## src/rtl/alu_ctl_pkg.sv

```systemverilog
package alu_ctl_pkg;

    localparam int CLASS_W = 2;
    localparam int FN_W    = 6;
    localparam int CTL_W   = 4;
    localparam int N_FN    = 5;

    typedef enum logic [CTL_W-1:0] {
        ALU_AND = 4'b0000,
        ALU_OR  = 4'b0001,
        ALU_ADD = 4'b0010,
        ALU_SUB = 4'b0110,
        ALU_SLT = 4'b0111,
        ALU_NOR = 4'b1100
    } alu_op_e;

    typedef enum logic [CLASS_W-1:0] {
        CLS_MEM  = 2'b00,
        CLS_BEQ  = 2'b01,
        CLS_REG  = 2'b10,
        CLS_RSVD = 2'b11
    } op_class_e;

    typedef struct packed {
        logic    known;
        alu_op_e op;
    } fn_dec_t;

    typedef struct packed {
        op_class_e cls;
        logic      use_field;
        alu_op_e   forced_op;
    } class_dec_t;

    localparam logic [FN_W-1:0] FN_CODE [N_FN] = '{
        6'b100100, 6'b100101, 6'b100000, 6'b100010, 6'b101010
    };

    localparam alu_op_e FN_OP [N_FN] = '{
        ALU_AND, ALU_OR, ALU_ADD, ALU_SUB, ALU_SLT
    };

    localparam alu_op_e SAFE_OP = ALU_ADD;

    function automatic alu_op_e class_forced_op(input op_class_e c);
        alu_op_e r;
        case (c)
            CLS_BEQ: r = ALU_SUB;
            default: r = SAFE_OP;
        endcase
        return r;
    endfunction

endpackage

```

## src/rtl/aluop_class_dec.sv

```systemverilog
module aluop_class_dec
    import alu_ctl_pkg::*;
(
    input  logic [CLASS_W-1:0] class_code_i,
    output class_dec_t         cdec_o
);
    op_class_e cls;

    always_comb begin
        cls = op_class_e'(class_code_i);
        cdec_o.cls       = cls;
        cdec_o.use_field = (cls == CLS_REG);
        cdec_o.forced_op = class_forced_op(cls);
    end
endmodule

```

## src/rtl/funct_field_dec.sv

```systemverilog
module funct_field_dec
    import alu_ctl_pkg::*;
(
    input  logic [FN_W-1:0] fn_i,
    output fn_dec_t         fdec_o
);
    logic [N_FN-1:0] hit;

    for (genvar g = 0; g < N_FN; g++) begin : g_match
        assign hit[g] = (fn_i == FN_CODE[g]);
    end

    always_comb begin
        fdec_o.known = |hit;
        fdec_o.op    = SAFE_OP;
        for (int k = 0; k < N_FN; k++) begin
            if (hit[k]) fdec_o.op = FN_OP[k];
        end
    end
endmodule

```

## src/rtl/alu_op_select.sv

```systemverilog
module alu_op_select
    import alu_ctl_pkg::*;
(
    input  class_dec_t cdec_i,
    input  fn_dec_t    fdec_i,
    output alu_op_e    op_o
);
    logic cls_is_reg;

    assign cls_is_reg = (cdec_i.cls == CLS_REG);

    always_comb begin
        if (cdec_i.use_field && cls_is_reg) begin
            op_o = fdec_i.known ? fdec_i.op : SAFE_OP;
        end else begin
            op_o = cdec_i.forced_op;
        end
    end
endmodule

```

## src/rtl/alu_op_decoder.sv

```systemverilog
module alu_op_decoder
    import alu_ctl_pkg::*;
(
    input  logic [1:0] op_class_i,
    input  logic [5:0] funct_i,
    output logic [3:0] alu_ctl_o
);
    class_dec_t cdec;
    fn_dec_t    fdec;
    alu_op_e    op_sel;

    aluop_class_dec u_class (
        .class_code_i (op_class_i),
        .cdec_o       (cdec)
    );

    funct_field_dec u_field (
        .fn_i   (funct_i),
        .fdec_o (fdec)
    );

    alu_op_select u_sel (
        .cdec_i (cdec),
        .fdec_i (fdec),
        .op_o   (op_sel)
    );

    assign alu_ctl_o = op_sel;
endmodule

```

## config.mk

```make
export PLATFORM = sky130hd
export DESIGN_NAME = alu_op_decoder
export DESIGN_NICKNAME = d
export VERILOG_FILES = /design/src/rtl/alu_ctl_pkg.sv /design/src/rtl/aluop_class_dec.sv /design/src/rtl/funct_field_dec.sv /design/src/rtl/alu_op_select.sv /design/src/rtl/alu_op_decoder.sv
export SDC_FILE = /design/constraint.sdc
export NUM_CORES = 1
export LEC_CHECK = 0
export ABC_AREA = 1
export BUFFER_PORTS_ARGS = -buffer_cell sky130_fd_sc_hd__buf_2
export CORE_AREA = 2 2 39 41
export DETAILED_ROUTE_END_ITERATION = 16
export DIE_AREA = 0 0 41 43
export GPL_TIMING_DRIVEN = 1
export PLACE_DENSITY = 0.42
export SYNTH_ARGS = -nofsm -noshare
export SYNTH_HDL_FRONTEND = slang
export SYNTH_HIERARCHICAL = 1
export SYNTH_SLANG_ARGS = --single-unit
```

## constraint.sdc

```tcl
create_clock -name vclk -period 0.92
set_input_delay 0.092 -clock vclk [all_inputs]
set_output_delay 0.092 -clock vclk [all_outputs]
set_load 0.005 [all_outputs]
```

* After elaboration in Yosys (flattened, before gate mapping) *
Cells that the tools add are included.

word-level totals
  register bits after elaboration = 0
  latch bits = 0
  bits in writable memories = 0
  memory bits (read-only) = 0
  memories kept = 0

operators by class
  $add $sub $neg = 0
  multiply operators = 0
  divide/modulo/power cells = 0
  $lt $le $gt $ge = 0
  equality and inequality tests = 7
  shifts and indexed selects = 0
  multiplexer cells = 8
  bitwise gates (word level) = 0
  reductions and logical operators = 1

operator list
  cell                                                             number
  6-bit == test, second input constant                             5
  3-bit two-way mux                                                4
  2-bit two-way mux                                                3
  5-bit OR reduction                                               1
  4-bit two-way mux                                                1
  2-bit by 1-bit == test with 1-bit output, second input constant  1
  2-bit == test, second input constant                             1

* Longest topological paths before layout *
Gate-level depths: netlist of run 1.

  depth after elaboration = 8
  mapped depth = 9
  mapped depth without buffers = 9

* Modules after synthesis *
The synthesis of run 1 kept the hierarchy.

by module, submodules not included
  module           instances  cells each  area each (µm²)
  alu_op_select    1          24          106.4
  funct_field_dec  1          22          97.6
  aluop_class_dec  1          11          60.1

* Worst setup path before layout of run 1 *
No wires, ideal clock.

  kind = input port to output port
  start point = input funct_i[4]
  end point = output alu_ctl_o[0]
  arrival = 0.657 ns
  setup slack = 0.171 ns
  stages = 9
  buffers on the path = 0
  path through = inv_1 nand2_1 nor2_1 o21ai_1 nand2_1 nand2_1 inv_1 nand2_1 nand2_1

RTL lines
  what         RTL line             RTL
  from (decl)  alu_op_decoder.sv:5  input logic [5:0] funct_i,
  to (decl)    alu_op_decoder.sv:6  output logic [3:0] alu_ctl_o

==> results of run 1 <==
-- power by group through the flow --
stage / sequential (mW) / clock [mW] / combinational [mW]
detailed placement: 0 / 0 / 0.0955
global placement: 0 / 0 / 0.0953
CTS: 0 / 0 / 0.0993
global route: 0 / 0 / 0.134
finish: 0 / 0 / 0.121
floorplan: 0 / 0 / 0.0671
-- through the flow --
stage / cell area, sq um / power [mW] / utilization, % / cells
after floorplan: 268 / 0.0671 / - / 58
after global placement: 328 / 0.0953 / 23.7 / 83
after detailed placement: 328 / 0.0955 / 23.7 / 83
after CTS: 338 / 0.0993 / 24.4 / 84
after global routing: 385 / 0.134 / 27.8 / 84
final: 385 / 0.121 / 27.8 / 84
-- layout make-up --
type | instances | area (sq um) | area share, %
Multi-Input combinational cell | 41 | 208 | 53.9
Tap cell | 16 | 20.0 | 5.19
Inverter | 11 | 46.3 | 12.0
Timing Repair Buffer | 16 | 111 | 28.9
-- how the worst max path moves through the flow --
| stage | end | slack [ns] | cells after the start |
|---|---|---|---|
| floorplan | alu_ctl_o[0] | 0.17 | 9 |
| global placement | alu_ctl_o[2] | -0.09 | 11 |
| detailed placement | alu_ctl_o[2] | -0.1 | 11 |
| CTS | alu_ctl_o[2] | -0.08 | 11 |
| global route | alu_ctl_o[2] | -0.14 | 9 |
| finish | alu_ctl_o[2] | -0.03 | 9 |
-- tightest hold or removal path, delay by kind of cell --
family                 cells  cell delay, ns
AND/OR/NAND/NOR            3            0.13
buffers and inverters      3            0.33
-- routing by layer --
metal | track usage [%] | up-vias
met3 | 0 | 0
li1 | - | 173
met5 | 0 | -
met2 | 12.2 | 10
met4 | 0 | 0
met1 | 6.65 | 132
-- kinds of logic after synthesis --
family          count (synthesis)
other cells                     3
buf+inv                        17
compound gates                  1
simple gates                   36
-- cell usage in the layout, fill, tap and decap left out, drive strengths merged --
cell    count
nor2        9
nand3       1
o21ai       1
conb        4
inv        11
nand3b      2
nand2      24
buf        16
-- what timing repair did --
action / CTS / global route
pin swaps: 0 / 5
setup buffers: 1 / 0
hold endpoints to repair: 0 / 0
setup endpoints to repair: 3 / 3
gates resized for setup: 1 / 15
==> impl_metrics.csv, run 1 <==
group,metric,value,unit
detailed_routing,viasPerCell,3.75,
power_and_ir_drop,power.share.clock,0,%
setup_path,path_max_fanout,3,
detailed_routing,drc,0,
logic_synthesis,synthXorXnorAreaFrac,0,%
setup_path,arrival,0.86,ns
timing,hold_ws,0.634,ns
final_layout,syn2layout_area_growth,46.0,%
timing,rsz0062_at_grt,"yes",
logic_synthesis,synth_cell_types,12,
detailed_routing,wl_met2,243,microns
setup_path,cp_common_cell,"nand2_1",
place,dp_hpwl,439,microns
floorplanning,die-area,0.00176,sq mm
place,gp_routability_congestion,0.676,
logic_synthesis,synth_top_cell_by_area,"nand2_1",
power_and_ir_drop,p_switching,0.0600,mW
setup_path,critPathKind,"input port to output port",
setup_path,cp_cell_sequence,"buf_2 -> nor2_1 -> nand2_1 -> nor2_1 -> nand2_2 -> inv_1 -> nand2_1 -> nand2_1 -> buf_2",
timing,worst_slack,-0.0320,ns
power_and_ir_drop,peakVddDrop,0.0945,mV
setup_path,path_delay_family,"simple AND/OR/NAND/NOR gates",
global_routing,grt_pass1_vias,255,
power_and_ir_drop,powerDensity,313,mW/mm^2
min_path,hp-class,"input port to output port",
global_routing,antenna_found_initial,0,
setup_path,crit_buf_inv,3,
final_layout,num-fill-cells,160,
logic_synthesis,synth_top_family_by_area,"simple AND/OR/NAND/NOR gates",
global_routing,grt_pass1_wl,828,microns
place,preCtsSetupSlack,-0.0980,ns
timing,finalSetupTns,-0.0683,ns
power_and_ir_drop,seqPwrFrac,0,%
global_routing,grt_max_degree,5,
setup_path,worstSetupEndpointType,"output port",
logic_synthesis,synthMuxAreaShare,0,%
floorplanning,core.rowCount,14,
final_layout,diodes,0,
timing,drv_slew,0,
global_routing,grt_use_total,5.99,%
power_and_ir_drop,power_leakage,0.254,nW
timing,setup_viol,3,
logic_synthesis,synth.cells.most_frequent,"nand2_1 (23), inv_1 (9), nor2_1 (7)",
clock_network,cts_hold_buf,0,
final_layout,area.sequential,0,sq um
final_layout,nNetsFinal,78,
logic_synthesis,synth.most_common_cell,"nand2_1",
logic_synthesis,syn_avg_cell_area,4.63,sq um
logic_synthesis,synth_area_leaders,"nand2_1 (33%), buf_4 (17%), inv_1 (13%), nor2_1 (10%), nand3b_1 (5.7%)",
logic_synthesis,postSynthCellCount,57,
timing,finalCritPeriodShare,103,%
floorplanning,dieWidth,41,microns
detailed_routing,drt-initial-drc-count,0,
logic_synthesis,yosysWarnings,6,
final_layout,nFlopsAndLatches,0,
setup_path,cpPeakStageDelay,0.15,ns
floorplanning,core-area,0.00138,sq mm
setup_path,critPathLaunchType,"input port",
status,status,"finished, violations left",
logic_synthesis,yosys.area.top_type_share,32.7,%
timing,layout_min_cycle_time,0.952,ns
detailed_routing,wl_met3,44,microns
place,port_buffers,11,
logic_synthesis,ys_seq_area_share,0,%
timing,hold_viol,0,
job,maxCapViolCount,0,
logic_synthesis,syn_area,264,sq um
floorplanning,start_util,19.1,%
detailed_routing,first_pass_iters,1,
timing,fmax,1050,MHz
detailed_routing,wire_per_inst,5.85,microns
final_layout,layout-drive-gt1-share,44.1,%
status,violations,"setup timing",
final_layout,clock_buffers,0,
detailed_routing,via_count,315,
floorplanning,ios,12,
logic_synthesis,synthAdderAreaFrac,0,%
global_routing,gr-total-overflow,0,
setup_path,cp.required,0.83,ns
detailed_routing,wirelength,491,microns
setup_path,cp-startpoint,"funct_i[0]",
logic_synthesis,synth_compound_area_share,1.90,%
min_path,min_path_cells,6,
detailed_routing,wl_met1,204,microns
power_and_ir_drop,switching_share,49.7,%
logic_synthesis,yosys.area_share.simple,61.1,%
power_and_ir_drop,combPwrFrac,100.0,%
detailed_routing,ant_nets,0,
floorplanning,fp.dieH,43,microns
power_and_ir_drop,p_int,0.0606,mW
setup_path,cp_slowest_cell,"nor2_1",
min_path,min_from,"op_class_i[1]",
min_path,hold_path_end,"alu_ctl_o[2]",
detailed_routing,top_layer_used,"met3",
Power figures use the tool's default switching activity.
==> run 2, diff against run 1 <==
==> constraint.sdc (replaced) <==
create_clock -name vclk -period 1.1
set_input_delay 0.11 -clock vclk [all_inputs]
set_output_delay 0.11 -clock vclk [all_outputs]
set_load 0.005 [all_outputs]
==> impl_metrics.csv, run 2 (same netlist as run 1, synthesis figures left out) <==
group,metric,value,unit
floorplanning,ios,12,
detailed_routing,viasPerCell,3.59,
global_routing,grt_use_total,4.70,%
final_layout,num-fill-cells,180,
power_and_ir_drop,switching_share,58.3,%
final_layout,area.sequential,0,sq um
floorplanning,dieWidth,41,microns
setup_path,path_max_fanout,4,
timing,fmax,1000,MHz
global_routing,gr-total-overflow,0,
setup_path,critPathLaunchType,"input port",
global_routing,use_met1,5.70,%
detailed_routing,drt-initial-drc-count,0,
power_and_ir_drop,seqPwrFrac,0,%
floorplanning,core.rowCount,14,
final_layout,final_common_cell,"nand2_1",
power_and_ir_drop,peakVddDrop,0.0675,mV
detailed_routing,via_count,284,
place,gp_routability_congestion,0.712,
detailed_routing,wirelength,462,microns
floorplanning,die-area,0.00176,sq mm
clock_network,post_cts_buffers,0,
final_layout,final_cells,79,
job,maxCapViolCount,0,
global_routing,grt_max_degree,5,
place,dpl.cell_count,79,
global_routing,grt-busiest-layer,"met2",
final_layout,syn2layout_area_growth,20.9,%
setup_path,critPathKind,"input port to output port",
timing,drv_slew,0,
power_and_ir_drop,powerDensity,248,mW/mm^2
final_layout,diodes,0,
global_routing,met3_usage,0,%
power_and_ir_drop,p_int,0.0330,mW
floorplanning,fp.dieH,43,microns
power_and_ir_drop,power.share.clock,0,%
global_routing,grt_pass1_wl,634,microns
detailed_routing,wire_per_inst,5.85,microns
final_layout,layout-drive-gt1-share,36.5,%
timing,finalCritPeriodShare,90.9,%
status,status,"finished, final reports clean",
timing,setup_viol,0,
power_and_ir_drop,p_switching,0.0461,mW
place,dp_hpwl,400,microns
global_routing,grt_pass1_vias,193,
power_and_ir_drop,power_leakage,0.221,nW
clock_network,cts_hold_buf,0,
power_and_ir_drop,combPwrFrac,100.0,%
detailed_routing,drc,0,
final_layout,nFlopsAndLatches,0,
floorplanning,start_util,19.1,%
final_layout,final_cell_mix,"nand2_1 (21), buf_2 (11), inv_1 (7)",
setup_path,arrival,0.89,ns
timing,hold_viol,0,
floorplanning,core-area,0.00138,sq mm
setup_path,worstSetupEndpointType,"output port",
timing,layout_min_cycle_time,1.00,ns
timing,rsz0062_at_grt,"no",
min_path,hp-class,"input port to output port",
detailed_routing,ant_nets,0,
timing,finalSetupTns,0,ns
place,port_buffers,11,
final_layout,clock_buffers,0,
global_routing,grtUsageMet2,9.06,%
setup_path,cp.required,0.99,ns
global_routing,antenna_found_initial,0,
final_layout,nNetsFinal,73,
detailed_routing,first_pass_iters,1,
[run 2: cell types whose count changed in the layout (fill, tap and decap cells not counted)]
cell     before  now
nand2_1      19   21
buf_2         8   11
buf_4         6    0
inv_2         2    4
buf_8         1    0
nand2_2       4    2
inv_4         2    0
buf_6         1    0
[run 2: final cells by class]
type	count	area, sq um	share of cell area, %
multi-input cells	41	203	63.5
inverters	11	41.3	12.9
well taps	16	20.0	6.27
repair buffers	11	55.1	17.3
[run 2: power by group through the flow]
| stage | combinational, mW | sequential (mW) | clock (mW) |
|---|---|---|---|
| 6_report | 0.0790 | 0 | 0 |
| 5_1_grt | 0.0886 | 0 | 0 |
| 4_1_cts | 0.0704 | 0 | 0 |
| 3_5_place_dp | 0.0701 | 0 | 0 |
| 3_3_place_gp | 0.0700 | 0 | 0 |
| 2_1_floorplan | 0.0561 | 0 | 0 |
[run 2: per-layer routing]
metal / up-vias / part of all wire, %
met5: - / 0
met1: 111 / 45
met4: 0 / 0
met2: 10 / 45
met3: 0 / 10
li1: 163 / -
[run 2: through the flow]
| step | cell area, sq um | hold WS, ns | utilization, % | worst slack, ns | total power [mW] |
|---|---|---|---|---|---|
| 2_1_floorplan | 268 | 0.346 | - | 0.315 | 0.0561 |
| 3_5_place_dp | 298 | 0.602 | 21.5 | 0.0374 | 0.0701 |
| 6_report | 319 | 0.600 | 23.1 | 0.0997 | 0.0790 |
| 5_1_grt | 319 | 0.632 | 23.1 | 0.00213 | 0.0886 |
| 4_1_cts | 298 | 0.603 | 21.5 | 0.0352 | 0.0704 |
| 3_3_place_gp | 298 | 0.599 | 21.5 | 0.0404 | 0.0700 |
[run 2: worst max-delay path, cell delays in order]
cell	delay (ns)
buf_2	0.10
inv_2	0.05
nand2_4	0.06
nor2_4	0.11
o21ai_2	0.06
nand2_2	0.09
nand2_1	0.05
inv_1	0.05
nand2_1	0.04
nand2_1	0.05
buf_2	0.10
[run 2: final timing paths]
| kind | endpoint | cells past startpoint | slack [ns] | startpoint |
|---|---|---|---|---|
| max | alu_ctl_o[0] | 11 | 0.1 | funct_i[4] |
| min | alu_ctl_o[2] | 5 | 0.60 | op_class_i[1] |
[run 2: timing repair]
action | CTS | global route
hold endpoints to repair | 0 | 0
gates resized for setup | 0 | 8
endpoints found under the setup margin | 0 | 3
==> run 3, diff against run 2 <==
==> constraint.sdc (replaced) <==
create_clock -name vclk -period 1.3
set_input_delay 0.13 -clock vclk [all_inputs]
set_output_delay 0.13 -clock vclk [all_outputs]
set_load 0.005 [all_outputs]
==> impl_metrics.csv, run 3 (same netlist as run 1, synthesis figures left out) <==
group,metric,value,unit
global_routing,gr-total-overflow,0,
setup_path,arrival,0.97,ns
timing,hold_ws,0.638,ns
global_routing,grt_max_degree,5,
setup_path,path_max_fanout,4,
final_layout,layout-drive-gt1-share,28.6,%
floorplanning,start_util,19.1,%
setup_path,critPathLaunchType,"input port",
global_routing,grt_pass1_wl,800,microns
detailed_routing,viasPerCell,3.33,
place,port_buffers,11,
final_layout,nNetsFinal,73,
min_path,hp-class,"input port to output port",
detailed_routing,wirelength,455,microns
detailed_routing,drc,0,
power_and_ir_drop,power_leakage,0.219,nW
timing,setup_viol,0,
global_routing,grtUsageMet2,10.9,%
floorplanning,core-area,0.00138,sq mm
place,dp_hpwl,417,microns
final_layout,final_area,300,sq um
setup_path,crit_buf_inv,5,
power_and_ir_drop,powerDensity,199,mW/mm^2
min_path,min_from,"op_class_i[1]",
setup_path,path_delay_family,"simple AND/OR/NAND/NOR gates",
global_routing,met3_usage,0,%
timing,hold_viol,0,
setup_path,cp.required,1.17,ns
global_routing,grt-busiest-layer,"met2",
min_path,min_path_cells,5,
clock_network,cts_hold_buf,0,
global_routing,antenna_found_initial,0,
setup_path,cpPeakStageDelay,0.14,ns
detailed_routing,drt-initial-drc-count,3,
floorplanning,fp.dieH,43,microns
min_path,hold_path_end,"alu_ctl_o[2]",
place,place_area,298,sq um
setup_path,cp_common_cell,"nand2_1",
setup_path,cp_slowest_cell,"nand2_1",
floorplanning,dieWidth,41,microns
timing,layout_min_cycle_time,1.10,ns
floorplanning,core.rowCount,14,
setup_path,worstSetupEndpointType,"output port",
final_layout,syn2layout_area_growth,13.7,%
final_layout,diodes,0,
status,status,"finished, final reports clean",
timing,rsz0062_at_grt,"no",
final_layout,final_cell_mix,"nand2_1 (23), buf_2 (11), inv_1 (9)",
timing,drv_slew,0,
timing,fmax,906,MHz
final_layout,area.sequential,0,sq um
global_routing,use_met1,7.59,%
global_routing,grt_pass1_vias,230,
final_layout,final_common_cell,"nand2_1",
detailed_routing,via_count,263,
detailed_routing,first_pass_iters,2,
setup_path,cp_cell_sequence,"buf_2 -> inv_1 -> nand2_1 -> inv_1 -> nand3b_1 -> nand2_1 -> nand2_1 -> inv_1 -> nand2_1 -> nand2_1 -> buf_2",
place,gp_routability_congestion,0.695,
final_layout,num-fill-cells,172,
final_layout,nFlopsAndLatches,0,
floorplanning,ios,12,
power_and_ir_drop,peakVddDrop,0.0706,mV
final_layout,clock_buffers,0,
setup_path,critPathKind,"input port to output port",
final_layout,multi_input_area,184,sq um
job,maxCapViolCount,0,
timing,finalCritPeriodShare,85.0,%
global_routing,grt_use_total,5.89,%
timing,finalSetupTns,0,ns
floorplanning,die-area,0.00176,sq mm
detailed_routing,wire_per_inst,5.76,microns
detailed_routing,ant_nets,0,
## run 3: cell counts in the layout (fill, tap and decap cells not counted)
Identical to the previous run, type by type.
## run 3: routing by layer
layer | vias up | routed length [microns]
met2 | 10 | 185
met3 | 0 | 40
met4 | 0 | 0
li1 | 164 | -
met5 | - | 0
met1 | 89 | 229
## run 3: worst max-delay path by stage
stage | slack [ns] | depth (start not counted) | endpoint | from
2_1_floorplan | 0.48 | 9 | alu_ctl_o[0] | funct_i[4]
3_3_place_gp | 0.19 | 11 | alu_ctl_o[0] | funct_i[4]
3_5_place_dp | 0.15 | 11 | alu_ctl_o[0] | funct_i[4]
4_1_cts | 0.15 | 11 | alu_ctl_o[0] | funct_i[4]
5_1_grt | 0.01 | 11 | alu_ctl_o[0] | funct_i[4]
6_report | 0.20 | 11 | alu_ctl_o[2] | funct_i[4]
## run 3: layout make-up
type	count	share of cell area (%)
multi-input cells	41	61.2
inverters	11	13.7
repair buffers	11	18.3
well taps	16	6.67
## run 3: per-stage QoR
step / total power, mW / worst slack (ns) / instances / util (%)
floorplan: 0.0475 / 0.475 / 58 / -
global placement: 0.0588 / 0.186 / 79 / 21.5
detailed placement: 0.0596 / 0.154 / 79 / 21.5
CTS: 0.0598 / 0.151 / 79 / 21.5
global route: 0.0698 / 0.0101 / 79 / 21.7
finish: 0.0599 / 0.196 / 79 / 21.7
## run 3: repair_timing
| item | 4_1_cts | 5_1_grt |
|---|---|---|
| endpoints found under the hold margin | 0 | 0 |
| buffers inserted | 0 | 0 |
| gates resized for setup | 0 | 1 |
| endpoints found under the setup margin | 0 | 2 |
## run 3: power breakdown
| part | total [mW] | internal (mW) | leakage (nW) | switching [mW] |
|---|---|---|---|---|
| logic | 0.0599 | 0.0256 | 0.219 | 0.0343 |
| registers | 0 | 0 | 0 | 0 |
| clock network | 0 | 0 | 0 | 0 |
| total | 0.0599 | 0.0256 | 0.219 | 0.0343 |
